==> src/rtl/flash_seq_pkg.sv <==
// Shared encodings for the flash command sequencer.
// Assumes a 32-bit register port.
package flash_seq_pkg;

    localparam int CNT_W = 12;

    typedef enum logic [1:0] {
        OP_READ  = 2'd0,
        OP_PROG  = 2'd1,
        OP_ERASE = 2'd2,
        OP_BAD   = 2'd3
    } flash_op_e;

    localparam logic [1:0] REG_CMD  = 2'd0;
    localparam logic [1:0] REG_ADDR = 2'd1;
    localparam logic [1:0] REG_STAT = 2'd2;

    typedef struct packed {
        flash_op_e        op;
        logic             erase_bank;
        logic             part_info;
        logic [CNT_W-1:0] count;
    } cmd_t;

    // Decode a command register write into its fields.
    function automatic cmd_t unpack_cmd(input logic [31:0] w);
        cmd_t c;
        c.op         = flash_op_e'(w[2:1]);
        c.erase_bank = w[3];
        c.part_info  = w[4];
        c.count      = w[16 +: CNT_W];
        return c;
    endfunction

endpackage

==> src/rtl/flash_cmd_regs.sv <==
// Command, address and status registers with hardware lock.
// Assumes busy comes from the sequencer and fin_* are single-cycle pulses.
module flash_cmd_regs
    import flash_seq_pkg::*;
#(
    parameter int AW      = 32,
    parameter int EADDR_W = 9
) (
    input  logic               clk,
    input  logic               rst_n,
    input  logic               reg_we,
    input  logic [1:0]         reg_addr,
    input  logic [31:0]        reg_wdata,
    output logic [31:0]        reg_rdata,
    input  logic               busy,
    input  logic               fin_ok,
    input  logic               fin_err,
    input  logic [EADDR_W-1:0] err_addr_in,
    output logic               start_req,
    output cmd_t               cmd_new,
    output logic [AW-1:0]      addr_q,
    output logic               done_q,
    output logic               err_q
);

    logic               ctrl_wen;
    logic               wr_cmd, wr_addr, wr_stat;
    cmd_t               cmd_q;
    logic [EADDR_W-1:0] eaddr_q;

    assign ctrl_wen  = !busy;
    assign wr_cmd    = reg_we && (reg_addr == REG_CMD) && ctrl_wen;
    assign wr_addr   = reg_we && (reg_addr == REG_ADDR) && ctrl_wen;
    assign wr_stat   = reg_we && (reg_addr == REG_STAT);
    assign start_req = wr_cmd && reg_wdata[0];
    assign cmd_new   = unpack_cmd(reg_wdata);

    // Hold command fields and start address; writes are ignored while locked.
    always_ff @(posedge clk) begin
        if (!rst_n) begin
            cmd_q  <= '0;
            addr_q <= '0;
        end else begin
            if (wr_cmd)  cmd_q  <= cmd_new;
            if (wr_addr) addr_q <= reg_wdata[AW-1:0];
        end
    end

    // Sticky done/error flags: set by hardware, cleared by writing 1.
    always_ff @(posedge clk) begin
        if (!rst_n) begin
            done_q  <= 1'b0;
            err_q   <= 1'b0;
            eaddr_q <= '0;
        end else begin
            done_q <= fin_ok  | (done_q & ~(wr_stat & reg_wdata[0]));
            err_q  <= fin_err | (err_q  & ~(wr_stat & reg_wdata[1]));
            if (fin_err) eaddr_q <= err_addr_in;
        end
    end

    // Register readback.
    always_comb begin
        reg_rdata = '0;
        unique case (reg_addr)
            REG_CMD: begin
                reg_rdata[0]             = busy;
                reg_rdata[2:1]           = cmd_q.op;
                reg_rdata[3]             = cmd_q.erase_bank;
                reg_rdata[4]             = cmd_q.part_info;
                reg_rdata[16 +: CNT_W]   = cmd_q.count;
            end
            REG_ADDR: reg_rdata[AW-1:0]  = addr_q;
            REG_STAT: begin
                reg_rdata[0]             = done_q;
                reg_rdata[1]             = err_q;
                reg_rdata[2]             = ctrl_wen;
                reg_rdata[16 +: EADDR_W] = eaddr_q;
            end
            default: reg_rdata = '0;
        endcase
    end

    assert_err_sticky_R5: assert property (@(posedge clk) disable iff (!rst_n)
        err_q && !(wr_stat && reg_wdata[1]) |=> err_q);

    assert_wen_back_R4: assert property (@(posedge clk) disable iff (!rst_n)
        busy && (fin_ok || fin_err) |=> ctrl_wen);

endmodule

==> src/rtl/flash_addr_align.sv <==
// Rounds the start address down to word, page or bank granularity.
// Assumes all sizes are powers of two.
module flash_addr_align
    import flash_seq_pkg::*;
#(
    parameter int AW         = 32,
    parameter int WORD_BYTES = 4,
    parameter int PAGE_BYTES = 2048,
    parameter int BANK_PAGES = 256
) (
    input  flash_op_e     op,
    input  logic          erase_bank,
    input  logic [AW-1:0] raw_addr,
    output logic [AW-1:0] aligned
);

    localparam int WORD_LSB = $clog2(WORD_BYTES);
    localparam int PAGE_LSB = $clog2(PAGE_BYTES);
    localparam int BANK_LSB = $clog2(PAGE_BYTES * BANK_PAGES);
    localparam logic [AW-1:0] WORD_MASK = {AW{1'b1}} << WORD_LSB;
    localparam logic [AW-1:0] PAGE_MASK = {AW{1'b1}} << PAGE_LSB;
    localparam logic [AW-1:0] BANK_MASK = {AW{1'b1}} << BANK_LSB;

    // Pick the mask that matches the operation granularity.
    always_comb begin
        if (op == OP_ERASE) aligned = raw_addr & (erase_bank ? BANK_MASK : PAGE_MASK);
        else                aligned = raw_addr & WORD_MASK;
    end

endmodule

==> src/rtl/flash_prog_fifo.sv <==
// Small program-data FIFO, emptied and closed while flush is high.
// Assumes DEPTH is a power of two and pop is only raised when not empty.
module flash_prog_fifo #(
    parameter int DW    = 32,
    parameter int DEPTH = 4
) (
    input  logic          clk,
    input  logic          rst_n,
    input  logic          flush,
    input  logic          push_valid,
    input  logic [DW-1:0] push_data,
    output logic          push_ready,
    input  logic          pop,
    output logic [DW-1:0] head,
    output logic          not_empty
);

    localparam int PW = $clog2(DEPTH);
    localparam int CW = $clog2(DEPTH + 1);

    logic [DW-1:0] mem [DEPTH];
    logic [PW-1:0] wptr, rptr;
    logic [CW-1:0] count;
    logic          push;

    assign push_ready = !flush && (count != CW'(DEPTH));
    assign push       = push_valid && push_ready;
    assign not_empty  = (count != '0);
    assign head       = mem[rptr];

    // Pointer and occupancy tracking.
    always_ff @(posedge clk) begin
        if (!rst_n || flush) begin
            wptr  <= '0;
            rptr  <= '0;
            count <= '0;
        end else begin
            if (push) wptr <= wptr + PW'(1);
            if (pop)  rptr <= rptr + PW'(1);
            count <= count + CW'(push) - CW'(pop);
        end
    end

    // Storage write.
    always_ff @(posedge clk) begin
        if (push) mem[wptr] <= push_data;
    end

    assert_flush_empties_R6: assert property (@(posedge clk) disable iff (!rst_n)
        flush |=> !not_empty);

    assert_no_pop_empty_R11: assert property (@(posedge clk) disable iff (!rst_n)
        pop |-> not_empty);

endmodule

==> src/rtl/flash_word_seq.sv <==
// Walks word addresses of one launched command and finishes it.
// Assumes the flash side holds ack for one cycle per request.
module flash_word_seq
    import flash_seq_pkg::*;
#(
    parameter int AW         = 32,
    parameter int WORD_BYTES = 4,
    parameter int EADDR_W    = 9
) (
    input  logic               clk,
    input  logic               rst_n,
    input  logic               start_req,
    input  cmd_t               cmd_new,
    input  logic [AW-1:0]      start_addr,
    output logic               busy,
    output flash_op_e          op_q,
    output logic               fl_req,
    output logic               fl_part,
    output logic               fl_erase_bank,
    output logic [AW-1:0]      fl_addr,
    input  logic               fl_ack,
    input  logic               fl_err,
    input  logic               fifo_has,
    output logic               fifo_pop,
    output logic               prog_active,
    output logic               rd_fire,
    output logic               fin_ok,
    output logic               fin_err,
    output logic [EADDR_W-1:0] err_addr
);

    localparam int WORD_LSB = $clog2(WORD_BYTES);
    localparam logic [AW-1:0] STEP = AW'(WORD_BYTES);

    logic             busy_q, part_q, bank_q;
    logic [AW-1:0]    addr_q;
    logic [CNT_W-1:0] left_q;
    logic             launch, reject, accept, last;

    assign launch   = start_req && (cmd_new.op != OP_BAD);
    assign reject   = start_req && (cmd_new.op == OP_BAD);
    assign fl_req   = busy_q && ((op_q != OP_PROG) || fifo_has);
    assign accept   = fl_req && fl_ack;
    assign last     = (op_q == OP_ERASE) || (left_q == '0);

    assign busy          = busy_q;
    assign fl_part       = part_q;
    assign fl_erase_bank = bank_q;
    assign fl_addr       = addr_q;
    assign prog_active   = busy_q && (op_q == OP_PROG);
    assign fifo_pop      = accept && (op_q == OP_PROG);
    assign rd_fire       = accept && (op_q == OP_READ) && !fl_err;
    assign fin_ok        = accept && !fl_err && last;
    assign fin_err       = (accept && fl_err) || reject;
    assign err_addr      = reject ? EADDR_W'(start_addr >> WORD_LSB)
                                  : EADDR_W'(addr_q >> WORD_LSB);

    // Launch a run, step per acknowledged word, stop on last word or error.
    always_ff @(posedge clk) begin
        if (!rst_n) begin
            busy_q <= 1'b0;
            op_q   <= OP_READ;
            part_q <= 1'b0;
            bank_q <= 1'b0;
            addr_q <= '0;
            left_q <= '0;
        end else if (launch) begin
            busy_q <= 1'b1;
            op_q   <= cmd_new.op;
            part_q <= cmd_new.part_info;
            bank_q <= cmd_new.erase_bank;
            addr_q <= start_addr;
            left_q <= cmd_new.count;
        end else if (accept) begin
            if (fl_err || last) begin
                busy_q <= 1'b0;
            end else begin
                addr_q <= addr_q + STEP;
                left_q <= left_q - CNT_W'(1);
            end
        end
    end

    assert_req_hold_R2: assert property (@(posedge clk) disable iff (!rst_n)
        fl_req && !fl_ack |=> fl_req && $stable(fl_addr));

    assert_word_aligned_R3: assert property (@(posedge clk) disable iff (!rst_n)
        fl_req && (op_q != OP_ERASE) |-> (fl_addr[WORD_LSB-1:0] == '0));

    assert_no_req_idle_R4: assert property (@(posedge clk) disable iff (!rst_n)
        fin_ok |=> !fl_req);

endmodule

==> src/rtl/flash_cmd_seq.sv <==
// Top: register port, address alignment, program FIFO and word sequencer.
// Assumes the read sink always takes rd_data when rd_valid is high.
module flash_cmd_seq
    import flash_seq_pkg::*;
#(
    parameter int AW         = 32,
    parameter int DW         = 32,
    parameter int WORD_BYTES = 4,
    parameter int PAGE_BYTES = 2048,
    parameter int BANK_PAGES = 256,
    parameter int FIFO_DEPTH = 4,
    parameter int EADDR_W    = 9
) (
    input  logic          clk,
    input  logic          rst_n,
    input  logic          reg_we,
    input  logic [1:0]    reg_addr,
    input  logic [31:0]   reg_wdata,
    output logic [31:0]   reg_rdata,
    input  logic          prog_wvalid,
    input  logic [DW-1:0] prog_wdata,
    output logic          prog_wready,
    output logic          rd_valid,
    output logic [DW-1:0] rd_data,
    output logic          fl_req,
    output logic [1:0]    fl_op,
    output logic          fl_part,
    output logic          fl_erase_bank,
    output logic [AW-1:0] fl_addr,
    output logic [DW-1:0] fl_wdata,
    input  logic          fl_ack,
    input  logic [DW-1:0] fl_rdata,
    input  logic          fl_err,
    output logic          irq_done,
    output logic          irq_err
);

    logic               busy, start_req, fin_ok, fin_err;
    logic               fifo_has, fifo_pop, prog_active;
    logic               done_q, err_q;
    logic [EADDR_W-1:0] err_addr;
    logic [AW-1:0]      addr_q, start_addr;
    cmd_t               cmd_new;
    flash_op_e          op_q;

    flash_cmd_regs #(.AW(AW), .EADDR_W(EADDR_W)) u_regs (
        .clk, .rst_n, .reg_we, .reg_addr, .reg_wdata, .reg_rdata,
        .busy, .fin_ok, .fin_err, .err_addr_in(err_addr),
        .start_req, .cmd_new, .addr_q, .done_q, .err_q
    );

    flash_addr_align #(.AW(AW), .WORD_BYTES(WORD_BYTES),
                       .PAGE_BYTES(PAGE_BYTES), .BANK_PAGES(BANK_PAGES)) u_align (
        .op(cmd_new.op), .erase_bank(cmd_new.erase_bank),
        .raw_addr(addr_q), .aligned(start_addr)
    );

    flash_prog_fifo #(.DW(DW), .DEPTH(FIFO_DEPTH)) u_fifo (
        .clk, .rst_n, .flush(!prog_active),
        .push_valid(prog_wvalid), .push_data(prog_wdata), .push_ready(prog_wready),
        .pop(fifo_pop), .head(fl_wdata), .not_empty(fifo_has)
    );

    flash_word_seq #(.AW(AW), .WORD_BYTES(WORD_BYTES), .EADDR_W(EADDR_W)) u_seq (
        .clk, .rst_n, .start_req, .cmd_new, .start_addr,
        .busy, .op_q, .fl_req, .fl_part, .fl_erase_bank, .fl_addr,
        .fl_ack, .fl_err, .fifo_has, .fifo_pop, .prog_active,
        .rd_fire(rd_valid), .fin_ok, .fin_err, .err_addr
    );

    assign fl_op    = op_q;
    assign rd_data  = fl_rdata;
    assign irq_done = done_q;
    assign irq_err  = err_q;

    assert_rd_from_read_R8: assert property (@(posedge clk) disable iff (!rst_n)
        rd_valid |-> fl_ack && (fl_op == OP_READ));

endmodule

==> config.mk <==
export PLATFORM = sky130hd
export DESIGN_NAME = flash_cmd_seq
export DESIGN_NICKNAME = d
export VERILOG_FILES = /design/src/rtl/flash_seq_pkg.sv /design/src/rtl/flash_cmd_regs.sv /design/src/rtl/flash_addr_align.sv /design/src/rtl/flash_prog_fifo.sv /design/src/rtl/flash_word_seq.sv /design/src/rtl/flash_cmd_seq.sv
export SDC_FILE = /design/constraint.sdc
export NUM_CORES = 1
export LEC_CHECK = 0
export ABC_AREA = 1
export BUFFER_PORTS_ARGS = -buffer_cell sky130_fd_sc_hd__buf_4
export CELL_PAD_IN_SITES_DETAIL_PLACEMENT = 0
export CELL_PAD_IN_SITES_GLOBAL_PLACEMENT = 1
export CORE_MARGIN = 1
export CORE_UTILIZATION = 41
export DETAILED_ROUTE_END_ITERATION = 10
export PLACE_DENSITY_LB_ADDON = 0.1
export REMOVE_ABC_BUFFERS = 1
export SYNTH_ARGS = -nofsm -noshare
export SYNTH_HDL_FRONTEND = slang
export SYNTH_HIERARCHICAL = 1
export SYNTH_SLANG_ARGS = --single-unit
==> constraint.sdc <==
create_clock -name clk -period 3.4 [get_ports clk]
set_input_delay 0.17 -clock clk [delete_from_list [all_inputs] [get_ports clk]]
set_output_delay 0.17 -clock clk [all_outputs]
set_load 0.01 [all_outputs]
# Word level (Yosys, flattened, before mapping)
# Memory sizes are Yosys's and may differ from the RTL's. A register that Yosys moved wholly into a read port is not among the register bits.
# Index checks and enable logic that the tools add are counted.
# totals
mem_bits_rw	128
out_inout_bits	137
reg_bits	115
wordCells	101
mem_count	1
# memory_table
memory	words	word_bits	rd	rd_clocked_by_memory_dff	wr	line_no	text
u_fifo.mem	4	32	1	1	1	flash_prog_fifo.sv:21	logic [DW-1:0] mem [DEPTH];
# classes
reduce_logical	36
eq_ne	10
mux	22
addsub	6
bitwise	9
# ops
operator	count
$mux W32	4
$mux W12	3
$add A32 B3 Y32 const B	1
$and A32 B32 Y32	1
$pmux W9 S3	1
$logic_and A1 B1 Y1	19
$mux W19	1
$logic_not A12 Y1	1
$sub A12 B1 Y12 const B	1
$mux W11	1
$mux W9	1
$pmux W3 S3	1
$eq A2 B2 Y1 const B	4
$pmux W3 S2	1
$logic_or A1 B1 Y1	5
$mux W1	5
$add A2 B1 Y2 const B	2
$and A1 B1 Y1	4
$eq A2 B1 Y1 const B	2
$logic_not A1 Y1	4
$logic_not A2 Y1	2
$mux W2	2
$mux W4	1
$ne A2 B1 Y1 const B	2
10 further kinds	14

# Logic depth before layout (Yosys ltp)
# depth
ltp_word	7
depth_mapped	17
depth_no_buf	17

# Hierarchy
# Netlist, hierarchy kept.
# by_module_without_submodules
module	cells_each	area_per_inst_um2	instances
flash_prog_fifo	372	5263.8	1
flash_word_seq	631	3632.2	1
flash_cmd_regs	453	2867.8	1
flash_addr_align	54	280.3	1
flash_cmd_seq	33	244.0	1

# Worst setup path before layout
# OpenSTA, ideal clock, no wires.
# synth_path
path_type	reg2reg
from	register u_seq.op_q[0]
to	memory u_fifo.mem[0][0], enable pin
t_arrival_ns	2.272
path_stages_with_launch	6
required_time_ns	2.979
setup_slack_ns	0.707
setup_ns	0.421
path_cell_list	dfxtp_1 and3_1 inv_1 inv_1 nand3_4 nor2_1
# synth_via
elab_chain_cells	6
# synth_rtl
element	line_no	text
start, declared	flash_word_seq.sv:16	output flash_op_e op_q,
start signal, assigned	flash_word_seq.sv:69	op_q <= cmd_new.op;
$eq A2 B1 Y1	flash_word_seq.sv:50	assign prog_active = busy_q && (op_q == OP_PROG);
$logic_and A1 B1 Y1	flash_word_seq.sv:50	
via prog_active	flash_cmd_seq.sv:39	logic fifo_has, fifo_pop, prog_active;
$logic_and A1 B1 Y1	flash_prog_fifo.sv:26	assign push_ready = !flush && (count != CW'(DEPTH));
$logic_and A1 B1 Y1	flash_prog_fifo.sv:27	assign push = push_valid && push_ready;
$mux W1	flash_prog_fifo.sv:46	if (push) mem[wptr] <= push_data;
$mux W1 (not written as such)	flash_prog_fifo.sv:46	
end, declared	flash_prog_fifo.sv:21	
# The timed path passes the listed nets, and every way through them passes these cells.

# Worst setup path after layout
# layout_path
from	register u_seq.busy_q, in the netlist u_seq/busy
to	register u_seq.left_q[8]
# layout_via
elab_chain_cells	6
word_cells_on_any_way	10
cone_classes	eq/ne: 1; mux: 1; reduce/logical: 8
# layout_rtl
element	line_no	text
start, declared	flash_word_seq.sv:35	logic busy_q, part_q, bank_q;
start signal, assigned	flash_word_seq.sv:61	busy_q <= 1'b0;
start signal, assigned	flash_word_seq.sv:68	busy_q <= 1'b1;
start signal, assigned	flash_word_seq.sv:76	busy_q <= 1'b0;
$logic_not A1 Y1 *	flash_cmd_regs.sv:31	assign ctrl_wen = !busy;
$logic_and A1 B1 Y1 *	flash_cmd_regs.sv:32	assign wr_cmd = reg_we && (reg_addr == REG_CMD) && ctrl_wen;
$logic_and A1 B1 Y1 *	flash_cmd_regs.sv:35	assign start_req = wr_cmd && reg_wdata[0];
via start_req	flash_cmd_seq.sv:38	logic busy, start_req, fin_ok, fin_err;
$logic_and A1 B1 Y1 *	flash_word_seq.sv:40	assign launch = start_req && (cmd_new.op != OP_BAD);
$ne A2 B1 Y1 (no source line) / $reduce_bool A2 Y1 (equally long branches)	--	
$reduce_and A2 Y1 (no source line)	--	
end signal, assigned	flash_word_seq.sv:73	left_q <= cmd_new.count;
end signal, assigned	flash_word_seq.sv:79	left_q <= left_q - CNT_W'(1);
end, declared	flash_word_seq.sv:37	logic [CNT_W-1:0] left_q;
# The timed path passes the listed nets; every way through them passes the cells marked *.
# A chain may end at the register's enable or synchronous reset.

==> results.py <==
metrics = {
    "sta": {
        "period_needed_ns": 2.685,
        "hold_violations": 0,
        "rsz0062_at_grt": "false",
        "slew_headroom_pct": 22.70,
        "worst_pin_slew_ns": 1.158,
        "fin_worst_skew_ns": 0.01464,
        "clock.fmax_mhz": 372.5,
        "setup_tns_ns": 0,
        "worst_slack_ns": 0.7152,
        "setup-violations-final": 0,
        "slew_viol_final": 0,
        "min_period_over_period_pct": 78.97,
    },
    "global_route": {
        "grt_pass1_vias": 9720,
        "grt_max_degree": 70,
        "grt_first_pass_wirelength_mm": 53.76,
        "grt-ovfl-total": 0,
        "antenna_found_initial": 0,
        "grt_util_all_layers_pct": 22.38,
    },
    "clock_tree": {
        "hold_buffers": 65,
        "cts_tree": "done",
        "cts_root_buf": "clkbuf_16",
        "cts_max_level": 1,
        "cts_num_sinks": 245,
        "clk_pin_slew_worst_paths_ns": 0.06,
        "numCtsBuffers": 27,
        "ctsResizeCount": 0,
        "cts_setup_buffers": 0,
        "clk_latency_ns": 0.53,
        "clk_path_buf_depth": 3,
    },
    "synth": {
        "synthMuxAreaShare_pct": 0.2749,
        "netlist.area_leader.share_pct": 31.28,
        "synth-simple-area-share_pct": 26.42,
        "synth_seq_cells": 245,
        "seq_area_frac_synth_pct": 50.34,
        "yosys.area.top_type": "edfxtp_1",
        "synth-compound-area-share_pct": 9.123,
        "synth_cell_types": 45,
        "synth-main-ff-cell": "edfxtp_1",
        "synth.top_cells.by_area": "edfxtp_1 (31%), dfxtp_1 (19%), nand2_1 (10%)",
        "synth_fa_ha_area_share_pct": 1.079,
        "ys_warn_count": 6,
        "synth_cells": 1543,
        "synth_top_family_by_area": "simple AND/OR/NAND/NOR gates",
        "synth_edf_count": 128,
        "synthXorXnorAreaFrac_pct": 0.6415,
        "syn_area_sq_mm": 0.01229,
        "syn_area_per_cell_sq_um": 7.964,
        "async_flop_share_pct": 0,
    },
    "critical_path": {
        "crit_end": "u_seq/left_q[8]$_SDFFE_PN0P_",
        "critPathBufInv": 2,
        "path_class": "flop to flop",
        "worstSetupStartpoint": "u_seq/busy$_SDFFE_PN0P_",
        "worstPathRequired_ns": 3.82,
        "rrSetupSlack_ns": 0.72,
        "crit_cells": 8,
        "cpMaxStageDelayCell": "nand4_1",
        "reg2reg_depth": 8,
        "critPathMaxStageDelay_ns": 0.68,
        "cp-start-kind": "flop",
        "cp-end-kind": "flop",
        "regToRegStartpoint": "u_seq/busy$_SDFFE_PN0P_",
        "cp.arrival_ns": 3.10,
        "crit_family": "simple AND/OR/NAND/NOR gates",
        "critPathMaxFanout": 69,
        "cp_cell_sequence": "inv_1 -> nand2_1 -> nor3_1 -> nand2_2 -> buf_4 -> nand4_1 -> o21bai_1 -> a21oi_1",
        "timing.rr.end": "u_seq/left_q[8]$_SDFFE_PN0P_",
    },
    "drt": {
        "remaining_drc_errors": 0,
        "antenna_left": 0,
        "num_vias": 10300,
        "via_per_inst": 4.882,
        "routed_wl_mm": 34.65,
        "first_pass_iters": 5,
        "wl_per_cell_um": 16.43,
        "drtIter0Drc": 597,
    },
    "power": {
        "power.density_mw_per_mm2": 461.2,
        "vdd_ir_drop_max_mv": 0.3251,
        "power_mw": 6.913,
        "p_leak_nw": 6.280,
    },
    "floorplan": {
        "die_h_um": 175.1,
        "dieWidth_um": 175.1,
        "start_util_pct": 41.57,
        "core_area_sq_mm": 0.02956,
        "num_io_pins": 241,
        "die_area_sq_mm": 0.03067,
        "rows": 63,
    },
    "run_status": {
        "status": "finished, final reports clean",
    },
    "placement": {
        "numPortBuffers": 176,
        "place_area_sq_mm": 0.01337,
        "dp_hpwl_mm": 22.73,
        "post-place-ws_ns": 0.7114,
        "gp_congestion": 0.8193,
    },
    "final_layout": {
        "fin_nets": 1813,
        "mostFrequentLayoutCells": "nand2_1 (328), nor2_1 (309), buf_4 (189)",
        "diodes": 0,
        "final_layout_size_suffix_gt1_share_pct": 16.35,
        "finish.instance_area_sq_mm": 0.01499,
        "syn2layout_area_growth_pct": 21.99,
        "final_common_cell": "nand2_1",
        "fill_cells": 2889,
    },
    "run": {
        "cap_violations": 0,
    },
    "min_path": {
        "hold_path_class": "input pin to flop",
    },
}
-- logic make-up (layout without fill, tap and decap cells) --
kind of cell,Yosys count,after routing
muxes,3,3
adders and majority gates,10,10
AOI/OAI and AO/OA,208,208
DFF,245,245
other,1,2
buffers and inverters,284,459
xor gates and xnor gates,9,9
and+or+nand+nor,783,783
-- synthesized netlist by cell type (2+ instances only) --
cell type / n
a211oi_1: 2
a21oi_1: 42
a22o_1: 5
buf_1: 4
buf_2: 19
buf_4: 74
buf_6: 14
clkbuf_1: 18
dfxtp_1: 117
edfxtp_1: 128
ha_1: 9
inv_1: 146
inv_2: 6
mux2_2: 3
nand2_1: 328
nand2_2: 7
nand3_1: 94
nand3_2: 2
nand3_4: 3
nand3b_1: 4
nand4_1: 6
nor2_1: 314
nor2_2: 7
nor2_4: 3
nor3_1: 5
o21ai_0: 89
o21ai_1: 31
o21bai_1: 4
o22ai_1: 32
or2_2: 5
xnor2_1: 2
xor2_1: 7
-- layout make-up --
| type | instances | area (sq um) | area share [%] |
|---|---|---|---|
| inverters | 155 | 594.3 | 3.965 |
| clock buffers | 33 | 739.5 | 4.933 |
| clock inverters | 16 | 234.0 | 1.561 |
| well taps | 390 | 488.0 | 3.255 |
| repair buffers | 255 | 2090 | 13.94 |
| flip-flops and latches | 245 | 6187 | 41.27 |
| multi-input cells | 1015 | 4658 | 31.07 |
-- metrics by stage --
stage | util (%) | cells | hold WS (ns)
floorplan | - | 1415 | 0.2689
global placement | 45.22 | 1995 | 0.3401
detailed placement | 45.22 | 1995 | 0.3401
CTS | 50.71 | 2109 | 0.009884
global route | 50.71 | 2109 | 0.02985
finish | 50.71 | 2109 | 0.02858
-- where the power goes --
part	internal [mW]	switching [mW]
clock	1.99	1.20
combinational	0.231	0.287
sequential	3.16	0.0472
-- worst register-to-register path: cells and delay by family (launching register included) --
kind | cells | cell delay, ns
AOI/OAI and AO/OA | 2 | 0.41
buffers and inverters | 2 | 0.69
DFF | 1 | 0.41
and+or+nand+nor | 4 | 1.06
-- worst min-delay path by stage --
stage                             start                             to  slack [ns]  cells past startpoint
final                            reg_we        u_regs/err_q$_SDFF_PN0_        0.03                      4
after floorplan           prog_wdata[0]     u_fifo/mem[0][0]$_DFFE_PP_        0.27                      0
after detailed placement   fl_rdata[28]                    rd_data[28]        0.34                      0
after CTS                  reg_wdata[2]  u_regs/addr_q[2]$_SDFFE_PN0P_        0.01                      5
after global placement     fl_rdata[28]                    rd_data[28]        0.34                      0
after global routing             reg_we        u_regs/err_q$_SDFF_PN0_        0.03                      4
-- sequential cells by signal, indices dropped and copies added (netlist names), named ones only --
signal / cells
u_regs/err_q: 1
u_regs/done_q: 1
u_seq/busy: 1
u_regs/cmd_q: 16
u_seq/fl_part: 1
u_regs/eaddr_q: 9
u_fifo/mem: 128
u_fifo/wptr: 2
u_fifo/count: 3
u_fifo/rptr: 2
u_seq/op_q: 2
u_seq/fl_addr: 32
u_seq/left_q: 12
u_regs/addr_q: 32
u_seq/fl_erase_bank: 1
-- per-layer routing --
| metal | global-route usage (%) | part of all wire, % | wire length [um] | up-vias |
|---|---|---|---|---|
| met5 | 0.8013 | 0 | 0 | - |
| met4 | 4.783 | 1.6 | 558 | 0 |
| met3 | 4.243 | 5.9 | 2028 | 41 |
| met2 | 37.85 | 47 | 16300 | 269 |
| met1 | 29.61 | 45 | 15760 | 4765 |
| li1 | - | - | - | 5221 |
(Power assumes the default switching activity.)
